File: src/rtl/rtc_pkg.sv
package rtc_pkg;

    localparam int unsigned BYTE_W     = 8;
    localparam int unsigned NUM_FIELDS = 8;

    typedef struct packed {
        logic [BYTE_W-1:0] cent;
        logic [BYTE_W-1:0] year;
        logic [BYTE_W-1:0] month;
        logic [BYTE_W-1:0] date;
        logic [BYTE_W-1:0] dow;
        logic [BYTE_W-1:0] hour;
        logic [BYTE_W-1:0] min;
        logic [BYTE_W-1:0] sec;
    } rtc_time_t;

    // field index i sits at window offset i+1
    typedef enum logic [2:0] {
        FLD_SEC   = 3'd0,
        FLD_MIN   = 3'd1,
        FLD_HOUR  = 3'd2,
        FLD_DOW   = 3'd3,
        FLD_DATE  = 3'd4,
        FLD_MONTH = 3'd5,
        FLD_YEAR  = 3'd6,
        FLD_CENT  = 3'd7
    } rtc_field_e;

    localparam rtc_time_t RTC_RESET_TIME = '{
        cent: 8'h20, year: 8'h00, month: 8'h01, date: 8'h01,
        dow: 8'h01, hour: 8'h00, min: 8'h00, sec: 8'h00
    };

    function automatic logic [7:0] bcd_inc(input logic [7:0] v);
        if (v[3:0] == 4'h9) return {v[7:4] + 4'h1, 4'h0};
        return v + 8'h01;
    endfunction

    // packed BCD value divisible by four
    function automatic logic bcd_div4(input logic [7:0] v);
        logic tens_odd;
        logic [3:0] units;
        tens_odd = v[4];
        units    = v[3:0];
        if (!tens_odd) return (units == 4'h0) || (units == 4'h4) || (units == 4'h8);
        return (units == 4'h2) || (units == 4'h6);
    endfunction

    function automatic logic bcd_leap(input logic [7:0] year, input logic [7:0] cent);
        if (year == 8'h00) return bcd_div4(cent);
        return bcd_div4(year);
    endfunction

    function automatic logic [7:0] month_last(input logic [7:0] month, input logic leap);
        case (month)
            8'h02:                      return leap ? 8'h29 : 8'h28;
            8'h04, 8'h06, 8'h09, 8'h11: return 8'h30;
            default:                    return 8'h31;
        endcase
    endfunction

    function automatic logic [7:0] field_get(input rtc_time_t t, input rtc_field_e f);
        case (f)
            FLD_SEC:   return t.sec;
            FLD_MIN:   return t.min;
            FLD_HOUR:  return t.hour;
            FLD_DOW:   return t.dow;
            FLD_DATE:  return t.date;
            FLD_MONTH: return t.month;
            FLD_YEAR:  return t.year;
            default:   return t.cent;
        endcase
    endfunction

endpackage

File: src/rtl/rtc_calendar_step.sv
module rtc_calendar_step
    import rtc_pkg::*;
(
    input  rtc_time_t cur,
    output rtc_time_t nxt
);

    logic       leap;
    logic [7:0] last_date;

    always_comb begin
        leap      = bcd_leap(cur.year, cur.cent);
        last_date = month_last(cur.month, leap);
    end

    always_comb begin
        nxt = cur;
        if (cur.sec != 8'h59) begin
            nxt.sec = bcd_inc(cur.sec);
        end else begin
            nxt.sec = 8'h00;
            if (cur.min != 8'h59) begin
                nxt.min = bcd_inc(cur.min);
            end else begin
                nxt.min = 8'h00;
                if (cur.hour != 8'h23) begin
                    nxt.hour = bcd_inc(cur.hour);
                end else begin
                    nxt.hour = 8'h00;
                    nxt.dow  = (cur.dow >= 8'h07) ? 8'h01 : cur.dow + 8'h01;
                    if (cur.date != last_date) begin
                        nxt.date = bcd_inc(cur.date);
                    end else begin
                        nxt.date = 8'h01;
                        if (cur.month != 8'h12) begin
                            nxt.month = bcd_inc(cur.month);
                        end else begin
                            nxt.month = 8'h01;
                            if (cur.year != 8'h99) begin
                                nxt.year = bcd_inc(cur.year);
                            end else begin
                                nxt.year = 8'h00;
                                nxt.cent = (cur.cent == 8'h99) ? 8'h00 : bcd_inc(cur.cent);
                            end
                        end
                    end
                end
            end
        end
    end

endmodule

File: src/rtl/rtc_time_core.sv
module rtc_time_core
    import rtc_pkg::*;
(
    input  logic      clk,
    input  logic      rst,
    input  logic      tick,
    input  logic      load,
    input  rtc_time_t load_val,
    output rtc_time_t cur
);

    rtc_time_t stepped;

    rtc_calendar_step u_step (
        .cur (cur),
        .nxt (stepped)
    );

    always_ff @(posedge clk) begin
        if (rst)       cur <= RTC_RESET_TIME;
        else if (load) cur <= load_val;
        else if (tick) cur <= stepped;
    end

endmodule

File: src/rtl/rtc_host_port.sv
module rtc_host_port
    import rtc_pkg::*;
#(
    parameter int unsigned ADDR_W       = 13,
    parameter int unsigned NUM_CLK_REGS = 16
) (
    input  logic              clk,
    input  logic              rst,
    input  logic              ce_n,
    input  logic              oe_n,
    input  logic              we_n,
    input  logic [ADDR_W-1:0] addr,
    input  logic [BYTE_W-1:0] wdata,
    input  rtc_time_t         core_time,
    output logic [BYTE_W-1:0] rdata,
    output logic              drive,
    output rtc_time_t         vis_time,
    output logic              rd_freeze,
    output logic              wr_freeze,
    output logic              load_req
);

    localparam int unsigned OFS_W = $clog2(NUM_CLK_REGS);
    localparam logic [ADDR_W-1:0] WIN_BASE = ADDR_W'((1 << ADDR_W) - NUM_CLK_REGS);

    logic              in_win;
    logic [OFS_W-1:0]  ofs;
    logic              wr_en;
    logic              frozen;
    logic [BYTE_W-1:0] vis_f [NUM_FIELDS];

    assign in_win = (addr >= WIN_BASE);
    assign ofs    = addr[OFS_W-1:0];
    assign wr_en  = !ce_n && !we_n && in_win;
    assign frozen = rd_freeze || wr_freeze;
    assign drive  = !ce_n && !oe_n && we_n && in_win;

    always_ff @(posedge clk) begin
        if (rst) begin
            rd_freeze <= 1'b0;
            wr_freeze <= 1'b0;
            load_req  <= 1'b0;
        end else if (wr_en && ofs == '0) begin
            rd_freeze <= wdata[0];
            wr_freeze <= wdata[1];
            load_req  <= wr_freeze && !wdata[1];
        end else begin
            load_req  <= 1'b0;
        end
    end

    for (genvar g = 0; g < NUM_FIELDS; g++) begin : g_field
        always_ff @(posedge clk) begin
            if (rst)
                vis_f[g] <= field_get(RTC_RESET_TIME, rtc_field_e'(g));
            else if (wr_en && wr_freeze && ofs == OFS_W'(g + 1))
                vis_f[g] <= wdata;
            else if (!frozen && !load_req)
                vis_f[g] <= field_get(core_time, rtc_field_e'(g));
        end
    end

    always_comb begin
        vis_time.sec   = vis_f[FLD_SEC];
        vis_time.min   = vis_f[FLD_MIN];
        vis_time.hour  = vis_f[FLD_HOUR];
        vis_time.dow   = vis_f[FLD_DOW];
        vis_time.date  = vis_f[FLD_DATE];
        vis_time.month = vis_f[FLD_MONTH];
        vis_time.year  = vis_f[FLD_YEAR];
        vis_time.cent  = vis_f[FLD_CENT];
    end

    always_comb begin
        rdata = '0;
        if (ofs == '0) rdata = {{(BYTE_W-2){1'b0}}, wr_freeze, rd_freeze};
        for (int i = 0; i < NUM_FIELDS; i++)
            if (ofs == OFS_W'(i + 1)) rdata = vis_f[i];
    end

endmodule

File: src/rtl/rtc_calendar_top.sv
module rtc_calendar_top
    import rtc_pkg::*;
#(
    parameter int unsigned ADDR_W       = 13,
    parameter int unsigned NUM_CLK_REGS = 16
) (
    input  logic              clk,
    input  logic              rst,
    input  logic              tick_1hz,
    input  logic              ce_n,
    input  logic              oe_n,
    input  logic              we_n,
    input  logic [ADDR_W-1:0] addr,
    input  logic [BYTE_W-1:0] data_in,
    output logic [BYTE_W-1:0] data_out,
    output logic              data_oe
);

    rtc_time_t         core_time;
    rtc_time_t         vis_time;
    logic [BYTE_W-1:0] rdata;
    logic              rd_freeze;
    logic              wr_freeze;
    logic              load_req;

    rtc_time_core u_core (
        .clk      (clk),
        .rst      (rst),
        .tick     (tick_1hz),
        .load     (load_req),
        .load_val (vis_time),
        .cur      (core_time)
    );

    rtc_host_port #(
        .ADDR_W       (ADDR_W),
        .NUM_CLK_REGS (NUM_CLK_REGS)
    ) u_port (
        .clk       (clk),
        .rst       (rst),
        .ce_n      (ce_n),
        .oe_n      (oe_n),
        .we_n      (we_n),
        .addr      (addr),
        .wdata     (data_in),
        .core_time (core_time),
        .rdata     (rdata),
        .drive     (data_oe),
        .vis_time  (vis_time),
        .rd_freeze (rd_freeze),
        .wr_freeze (wr_freeze),
        .load_req  (load_req)
    );

    assign data_out = data_oe ? rdata : '0;

endmodule

File: config.mk
export PLATFORM = sky130hd
export DESIGN_NAME = rtc_calendar_top
export DESIGN_NICKNAME = d
export VERILOG_FILES = /design/src/rtl/rtc_pkg.sv /design/src/rtl/rtc_calendar_step.sv /design/src/rtl/rtc_time_core.sv /design/src/rtl/rtc_host_port.sv /design/src/rtl/rtc_calendar_top.sv
export SDC_FILE = /design/constraint.sdc
export NUM_CORES = 1
export LEC_CHECK = 0
export ABC_AREA = 1
export BUFFER_PORTS_ARGS = -buffer_cell sky130_fd_sc_hd__buf_2
export CORE_MARGIN = 2
export CORE_UTILIZATION = 45
export CTS_CLUSTER_DIAMETER = 50
export DETAILED_ROUTE_END_ITERATION = 7
export GPL_TIMING_DRIVEN = 1
export HOLD_SLACK_MARGIN = 0.05
export PLACE_DENSITY = 0.59
export SLEW_MARGIN = 15
export SYNTH_ARGS = -nofsm -noshare
export SYNTH_HDL_FRONTEND = slang
export SYNTH_SLANG_ARGS = --single-unit
File: constraint.sdc
create_clock -name clk -period 2.3 [get_ports clk]
set_input_delay 0.115 -clock clk [delete_from_list [all_inputs] [get_ports clk]]
set_output_delay 0.115 -clock clk [all_outputs]
set_load 0.005 [all_outputs]
**Word-level counts from Yosys, hierarchy flattened**

Memory sizes are Yosys's and may differ from the RTL's.
Cells that the tools add are included.

- Register bits: 67
- Memory bits (writable): 64
- Bits of input ports: 27
- Output and inout port bits: 9
- Word-level logic and storage cells: 308
- Memories: 1

- Add/subtract/negate cells: 15
- Magnitude comparators: 2
- Equality and inequality tests: 41
- Muxes and demuxes: 178
- Bitwise logic cells: 17
- Reductions and logical operators: 43

Memory list:

| name | depth | bits a word | read ports | clocked after memory_dff | write ports | RTL line | text |
|---|---|---|---|---|---|---|---|
| u_port.vis_f | 8 | 8 | 8 | 0 | 8 | rtc_host_port.sv:30 | `logic [BYTE_W-1:0] vis_f [NUM_FIELDS];` |

Operators with widths:

| cell | number |
|---|---|
| $mux W8 | 72 |
| $mux W64 | 2 |
| $mux W1 | 97 |
| $add A8 B1 Y8 const B | 8 |
| $mux W56 | 1 |
| $mux W48 | 1 |
| $eq A4 B4 Y1 const B | 10 |
| $mux W40 | 1 |
| $eq A4 B3 Y1 const B | 8 |
| $add A4 B1 Y4 const B | 7 |
| $mux W24 | 1 |
| $logic_and A1 B1 Y1 | 17 |
| $eq A4 B2 Y1 const B | 4 |
| $eq A8 B3 Y1 const B | 2 |
| $mux W16 | 1 |
| $ne A8 B7 Y1 const B | 2 |
| $or A1 B1 Y1 | 16 |
| $ge A13 B13 Y1 const B | 1 |
| $logic_not A4 Y1 | 3 |
| $ne A2 B1 Y1 const B | 6 |
| $pmux W5 S2 | 1 |
| $eq A8 B2 Y1 const B | 1 |
| $eq A8 B4 Y1 const B | 1 |
| $eq A8 B5 Y1 const B | 1 |
| other kinds (21) | 32 |

**Depth between registers and ports, before layout**

Gate-level depths: netlist (run 1).

- Word-level depth: 24
- Gate-level depth with buffers: 16
- Mapped depth without buffers: 16

**By module**

A second synthesis (run 1) with hierarchy kept.

- Cells, all modules: 1,382
- Area, all modules: 9,148.8 µm²

By module, submodules not included:

| module | times used | cells each | area an instance (µm²) | sequential area each (µm²) |
|---|---|---|---|---|
| rtc_host_port | 1 | 421 | 3,552.2 | 1,981.9 |
| rtc_time_core | 1 | 477 | 3,021.6 | 1,281.2 |
| rtc_calendar_step | 1 | 467 | 2,509.9 | 0.0 |
| rtc_calendar_top | 1 | 17 | 65.1 | 0.0 |

**Worst setup path before layout (run 1)**

Ideal clock, no wire load.

- Path type: reg2reg
- From: register, netlist name u_core.cur[0]
- To: register, netlist name u_core.cur[61]
- Setup time: 0.123 ns
- Arrival: 1.750 ns
- Required time: 2.177 ns
- Slack: 0.426 ns
- Cell stages (with the launch flop): 14
- Buffers on the path: 1
- Clock period less this slack: 1.874 ns
- Path through: dfxtp_1 ha_1 nand2_1 nor2_2 inv_2 o21ai_4 nand2_4 nor2_8 nand2_1 inv_2 nand4_4 buf_6 nand2_1 nand3_1

- Cells in the longest elaborated chain, start to end: 3

RTL lines:

| element | RTL line | text |
|---|---|---|
| $ne A8 B7 Y1 | rtc_calendar_step.sv:18 | `if (cur.sec != 8'h59) begin` |
| $ne A2 B1 Y1 (no line) | n/a |  |
| $reduce_and A7 Y1 (no line) | n/a |  |

Every way passes these cells.
A chain may end at the register's enable or synchronous reset.

**Worst setup path in the final report (run 1)**

- From: input addr[3]
- To: output data_out[7]

- Cells in the longest elaborated chain, start to end: 10
- Elaborated cells between the ends (all ways): 19
- Classes of those cells: order compare: 1; eq/ne: 8; mux: 9; reduce/logical: 1

RTL lines:

| element | RTL line | text |
|---|---|---|
| from (decl) | rtc_calendar_top.sv:13 | `input logic [ADDR_W-1:0] addr,` |
| $eq A4 B1 Y1 | rtc_host_port.sv:78 | `if (ofs == OFS_W'(i + 1)) rdata = vis_f[i];` |
| $mux W8 (8 in series) | rtc_host_port.sv:78 |  |
| $mux W8 * | rtc_calendar_top.sv:55 | `assign data_out = data_oe ? rdata : '0;` |
| to (decl) | rtc_calendar_top.sv:15 | `output logic [BYTE_W-1:0] data_out,` |

Mark *: on every way between the ends. The rest lies on a longest branch, timed or not.

==> results of run 1 <==
==> registers in the layout, summed over array words and instances (netlist names) <==
name	count
u_port.vis_f	64
u_port.wr_freeze	1
u_core.cur	64
u_port.load_req	1
u_port.rd_freeze	1
==> per-layer routing <==
| metal | GRT usage [%] | wire length [µm] | up-vias |
|---|---|---|---|
| li1 | - | - | 3566 |
| met1 | 36.9 | 10600 | 3438 |
| met2 | 43.6 | 11200 | 265 |
| met3 | 5.48 | 1590 | 39 |
| met4 | 7.95 | 482 | 0 |
| met5 | 0 | 0 | - |
==> cell usage in the layout, fill, tap and decap left out, types with 6 or more instances in the layout <==
| master | n |
|---|---|
| o211ai_1 | 11 |
| ha_1 | 24 |
| clkbuf_16 | 17 |
| o21ai_1 | 7 |
| nor2_1 | 62 |
| nand2_1 | 207 |
| clkbuf_1 | 7 |
| a221oi_1 | 6 |
| a21oi_1 | 93 |
| xor2_1 | 16 |
| inv_2 | 15 |
| buf_2 | 35 |
| buf_4 | 37 |
| nand4_1 | 12 |
| o21ai_0 | 94 |
| o22ai_1 | 54 |
| nand3_1 | 53 |
| a31oi_1 | 9 |
| dfxtp_1 | 66 |
| edfxtp_1 | 64 |
| inv_1 | 106 |
==> through the flow <==
step / cell area [µm²] / instances
6_report: 8810 / 1282
4_1_cts: 8800 / 1282
5_1_grt: 8810 / 1282
3_5_place_dp: 8210 / 1246
2_1_floorplan: 7610 / 986
3_3_place_gp: 8210 / 1246
==> cell type report <==
class                           instances  area [µm²]
Clock buffer                           26         479
Timing Repair Buffer                   76         493
Fill cell                            1628        7780
Sequential cell                       131        3260
Tap cell                              220         275
Clock inverter                          6        77.6
Multi-Input combinational cell        699        3750
Inverter                              124         468
==> synthesized netlist by cell type (4+ instances only) <==
library cell / number / area (µm²)
o21ai_1: 7 / 35.0
nor2_2: 4 / 25.0
inv_2: 15 / 56.3
ha_1: 24 / 300
clkbuf_1: 23 / 86.3
nand4_1: 12 / 75.1
a31oi_1: 9 / 56.3
nand3_1: 53 / 265
edfxtp_1: 64 / 1920
o2111ai_1: 4 / 35.0
o22ai_1: 54 / 338
a21oi_1: 93 / 465
xor2_1: 16 / 140
dfxtp_1: 67 / 1340
o211ai_1: 11 / 82.6
o21ai_0: 94 / 470
buf_2: 4 / 20.0
inv_1: 107 / 402
nand2_1: 207 / 777
nor2_1: 62 / 233
a221oi_1: 6 / 52.6
a22oi_1: 5 / 37.5
==> critical path: cells and delay by family <==
family / cells / cell delay (ns)
and+or+nand+nor: 3 / 0.84
buffers and inverters: 2 / 0.28
AOI/OAI and AO/OA: 3 / 0.78
==> path summary, 6_finish.rpt <==
kind	from	endpoint
worst max-delay path	addr[3]	data_out[7]
worst max register to register	u_core.cur[53]	u_core.cur[40]
worst min register to register	u_core.cur[28]	u_core.cur[28]
worst min-delay path	data_in[7]	u_port.vis_f[1][7]
==> timing repair <==
action | in CTS | in global routing
hold buffers | 4 | 0
endpoints found under the setup margin | 0 | 21
endpoints found under the hold margin | 3 | 0
resized for setup | 0 | 2
==> power by group <==
group / switching, mW / internal [mW]
Clock: 1.00 / 1.64
Sequential: 0.0373 / 2.50
Combinational: 0.192 / 0.0742
==> logic make-up after synthesis <==
logic type      after synthesis  synth area share [%]
simple gates                359                  20.7
compound gates              300                  22.7
buf+inv                     156                  7.91
flops                       131                  42.9
fa+ha+maj                    24                  3.95
xor+xnor                     16                  1.84
==> impl_metrics.toml, run 1 <==
[status]
outcome = "finished, final reports clean"

[setup_path]
endpoint_kind = "output pin"
cp_slowest_cell = "o21ai_0"
worst_ep_arrival_time_ns = 2.02
setup.worst_path.class = "input pin to output pin"
cp_common_cell = "buf_2"
max_stage_delay_ns = 0.38
critical_path.cell_chain = "buf_2, nor2_1, nand2_1, o21ai_0, nand3_1, a21oi_1, a31oi_1, buf_2"
crit_required_ns = 2.18
crit_fanout = 15
start_kind = "input pin"
r2r_slack_ns = 0.17
r2r_cells = 15

[sta]
worst_pin_slew_ns = 0.598
timing.final.crit_share_pct = 92.8
relSlewSlack_pct = 60.0
setup_viol = 0
whs_ns = 0.0757
slew_viol_final = 0
hold_viol = 0
tns_ns = 0
max_freq_mhz = 468
rsz0062_at_grt = "true"
period_needed_ns = 2.14
worst_clock_skew_ns = 0.00790
setup_ws_ns = 0.165

[synthesis]
synth_cells = 986
ys_warn_count = 0
ys_ff_latch = 131
synth-edff-count = 64
ys_seq_area_share_pct = 42.9
async_flop_share_pct = 0
ys_types = 52
synth_ff_type = "dfxtp_1"
avgSynthCellArea_um2 = 7.72
synth_fp_nets = 1037
netlist_area_um2 = 7610

[power_and_ir_drop]
ir_drop_mv = 0.519
power_density_nw_per_um2 = 619
power.total_mw = 5.45
p_leak_nw = 3.62

[place]
dpl_worst_slack_ns = 0.154
numPortBuffers = 35
hpwl_um = 17000
place.gp.congestion = 0.904

[floorplan]
io_pins = 36
fp.dieH_um = 134
dieArea_um2 = 18000
start_util_pct = 45.9
coreArea_um2 = 16600
rows = 47
dieWidth_um = 134

[grt]
grt.overflow.total = 0
first_global_vias = 6667
antenna_found_initial = 0
grt_pass1_wl_um = 37200
groute.usage.overall_pct = 27.0
grt_max_degree = 31

[drt]
totalWireLength_um = 23800
vias_per_cell = 5.70
drc = 0
drt_first_pass_iters = 7
num_vias = 7308
final_antenna_net_count = 0
drtIter0Drc = 671
wl_per_cell_um = 18.6

[min_path]
whs_path_depth = 3
hp-class = "input pin to register"

[layout]
n_antenna_cell = 0
layout-drive-gt1-share_pct = 12.7
finalNetCount = 1100
utilization_pct = 53.1
area_growth_pct = 15.8

[clock_tree]
clkLatencyLatePin_ns = 0.43
cts_root_buf = "clkbuf_16"
ctsLongestPathBuffers = 2
cts_setup_buffers = 0
h-tree-depth = 4
cts_tree = "done"
numCtsBuffers = 17
path_clk_slew_ns = 0.06
cts_sinks = 131

[flow_run]
cap_violations = 0
No activity file was read; power rests on OpenSTA's default activity.
==> run 2: changes to the inputs <==
- ABC_AREA: 1 -> default
==> run 2 against run 1 <==
Critical endpoint is now u_core.cur[52]. Routed wire length up 18%. Largest power group unchanged. Register-to-register slack got worse by 0.60 ns. The flow now finishes with violations (negative setup slack). Via count is 13% higher. Clock power up 5%. Total power is 4.2% higher. Combinational power rose by 35%. Core utilization is 5.9 points higher. Critical path depth is 3 higher.
==> impl_metrics.toml, run 2 <==
[status]
outcome = "finished with violations"
violations = "negative setup slack"

[layout]
n_antenna_cell = 0
layout_commonest_cell = "buf_4"
utilization_pct = 59.0
finalNetCount = 1113
area_growth_pct = 27.9
n_fill_cell = 1536
final_cell_mix = "146 x buf_4, 89 x nor2_1, 87 x nand2_1"
layout-drive-gt1-share_pct = 26.0
top_regs = "u_core.cur x64, u_port.vis_f x64"
post-route-cell-area_um2 = 10200

[sta]
timing.final.crit_share_pct = 119
rsz0062_at_grt = "true"
hold_viol = 0
worst_pin_slew_ns = 1.20
setup_ws_ns = -0.428
whs_ns = 0.159
period_needed_ns = 2.73
max_freq_mhz = 367
relSlewSlack_pct = 19.1
slew_viol_final = 0
worst_clock_skew_ns = 0.00781
setup_viol = 31

[synthesis]
synth_ff_type = "dfxtp_1"
ys_ff_latch = 131
synth.top_cells.by_area = "edfxtp_1 24%, dfxtp_1 17%, o21ai_0 5.1%, nor2_1 4.4%, nand2_1 4.1%"
async_flop_share_pct = 0
ys_seq_area_share_pct = 40.9
synth-edff-count = 64
synth_cells = 922
yosysMostFrequentCell = "nor2_1"
synth_fp_nets = 973
yosysTopAreaCellShare_pct = 24.1
avgSynthCellArea_um2 = 8.65
ys_types = 74
synth_area_leader_cell = "edfxtp_1"
netlist_area_um2 = 7980
ys_warn_count = 0
synth_common_cells = "93 x nor2_1, 87 x nand2_1, 81 x o21ai_0"

[min_path]
whs_path_depth = 2
holdCritStartpoint = "data_in[1]"
holdPathEnd = "u_port.load_req"
hp-class = "input pin to register"

[drt]
drt_first_pass_iters = 5
wl_met2_um = 12700
wl_per_cell_um = 21.6
num_vias = 8225
drc = 0
top_layer_used = "met5"
vias_per_cell = 6.33
drtIter0Drc = 1016
wl_met3_um = 2280
final_antenna_net_count = 0
wl_met1_um = 12000
totalWireLength_um = 28000

[floorplan]
dieArea_um2 = 18800
rows = 48
start_util_pct = 46.1
fp.dieH_um = 137
io_pins = 36
coreArea_um2 = 17300
dieWidth_um = 137

[place]
place.gp.congestion = 0.940
placed_area_um2 = 9320
numPortBuffers = 35
dpl_worst_slack_ns = -0.583
hpwl_um = 20000

[setup_path]
worst_ep_arrival_time_ns = 3.05
r2r_slack_ns = -0.43
crit_required_ns = 2.62
endpoint_kind = "register"
r2r-end = "u_core.cur[52]"
start_kind = "register"
worstReg2RegStart = "u_core.cur[53]"
r2r_cells = 11
setup.worst_path.class = "register to register"
crit_fanout = 4

[clock_tree]
ctsLongestPathBuffers = 2
cts_sinks = 131
cts_tree = "done"
cts_root_buf = "clkbuf_16"
path_clk_slew_ns = 0.06
h-tree-depth = 4
clkLatencyLatePin_ns = 0.43
numCtsBuffers = 17

[power_and_ir_drop]
power_density_nw_per_um2 = 557
power.total_mw = 5.68
p_leak_nw = 3.98
ir_drop_mv = 0.526

[grt]
grt_pass1_wl_um = 43300
antenna_found_initial = 1
grt_max_degree = 55
groute.usage.overall_pct = 30.5
first_global_vias = 7926
grt.overflow.total = 0

[flow_run]
cap_violations = 0
-- run 2: routing by layer --
| layer | vias up | GRT usage [%] |
|---|---|---|
| met5 | - | 0 |
| met4 | 2 | 12.4 |
| met3 | 68 | 4.81 |
| met2 | 426 | 48.2 |
| met1 | 4004 | 41.6 |
| li1 | 3725 | - |
-- run 2: cells by family (layout without fill, tap and decap cells) --
group           after synthesis  count (layout)  share of synthesized area, %
simple gates                328             328                          20.4
compound gates              296             296                          25.0
flops                       131             131                          40.9
buf+inv                     102             255                          4.83
fa+ha+maj                    24              24                          3.77
mux                          23              23                          3.09
xor+xnor                     18              18                          1.98
-- run 2: repair_timing --
| item | in CTS | in global routing |
|---|---|---|
| pin swaps | 15 | 3 |
| endpoints found under the hold margin | 3 | 0 |
| buffers inserted | 10 | 3 |
| hold buffers | 1 | 0 |
| gates resized for setup | 33 | 10 |
| endpoints found under the setup margin | 34 | 37 |
-- run 2: area by class of cell --
| cell class | instances | area [µm²] | share of cell area [%] |
|---|---|---|---|
| repair buffers | 189 | 1380 | 13.5 |
| flip-flops and latches | 131 | 3270 | 32.0 |
| clock buffers | 19 | 433 | 4.24 |
| multi-input cells | 689 | 4550 | 44.6 |
| inverters | 34 | 130 | 1.28 |
| clock inverters | 13 | 163 | 1.59 |
| well taps | 225 | 282 | 2.76 |
-- run 2: worst max-delay path: stages (launching register included) --
cell and delay, ns:
dfxtp_2 0.32, inv_2 0.08, ha_4 0.13, or4b_4 0.47, a211oi_2 0.24, nor3_2 0.08
o41ai_4 0.23, buf_6 0.17, mux2i_4 0.28, nor2_4 0.08, or3_1 0.31, a31o_2 0.24
-- run 2: stage by stage --
step | cells | TNS, ns
floorplan | 922 | -10.66
global placement | 1254 | -9.34
detailed placement | 1254 | -13.30
CTS | 1297 | -10.0
global route | 1300 | -14.80
finish | 1300 | -10.28
-- run 2: how the worst max path moves through the flow --
stage	from	endpoint	slack [ns]	cells after the start
4_1_cts	u_core.cur[53]	u_core.cur[52]	-0.42	11
5_1_grt	u_core.cur[45]	u_core.cur[50]	-0.58	13
3_5_place_dp	u_core.cur[45]	u_core.cur[57]	-0.58	10
3_3_place_gp	u_core.cur[53]	u_core.cur[52]	-0.40	11
6_report	u_core.cur[53]	u_core.cur[52]	-0.43	11
2_1_floorplan	u_core.cur[52]	u_core.cur[52]	-0.67	11
-- run 2: report_power, final --
| group | internal (mW) | total (mW) | switching, mW |
|---|---|---|---|
| clock | 1.70 | 2.77 | 1.07 |
| sequential | 2.50 | 2.54 | 0.0446 |
| combinational | 0.121 | 0.360 | 0.240 |
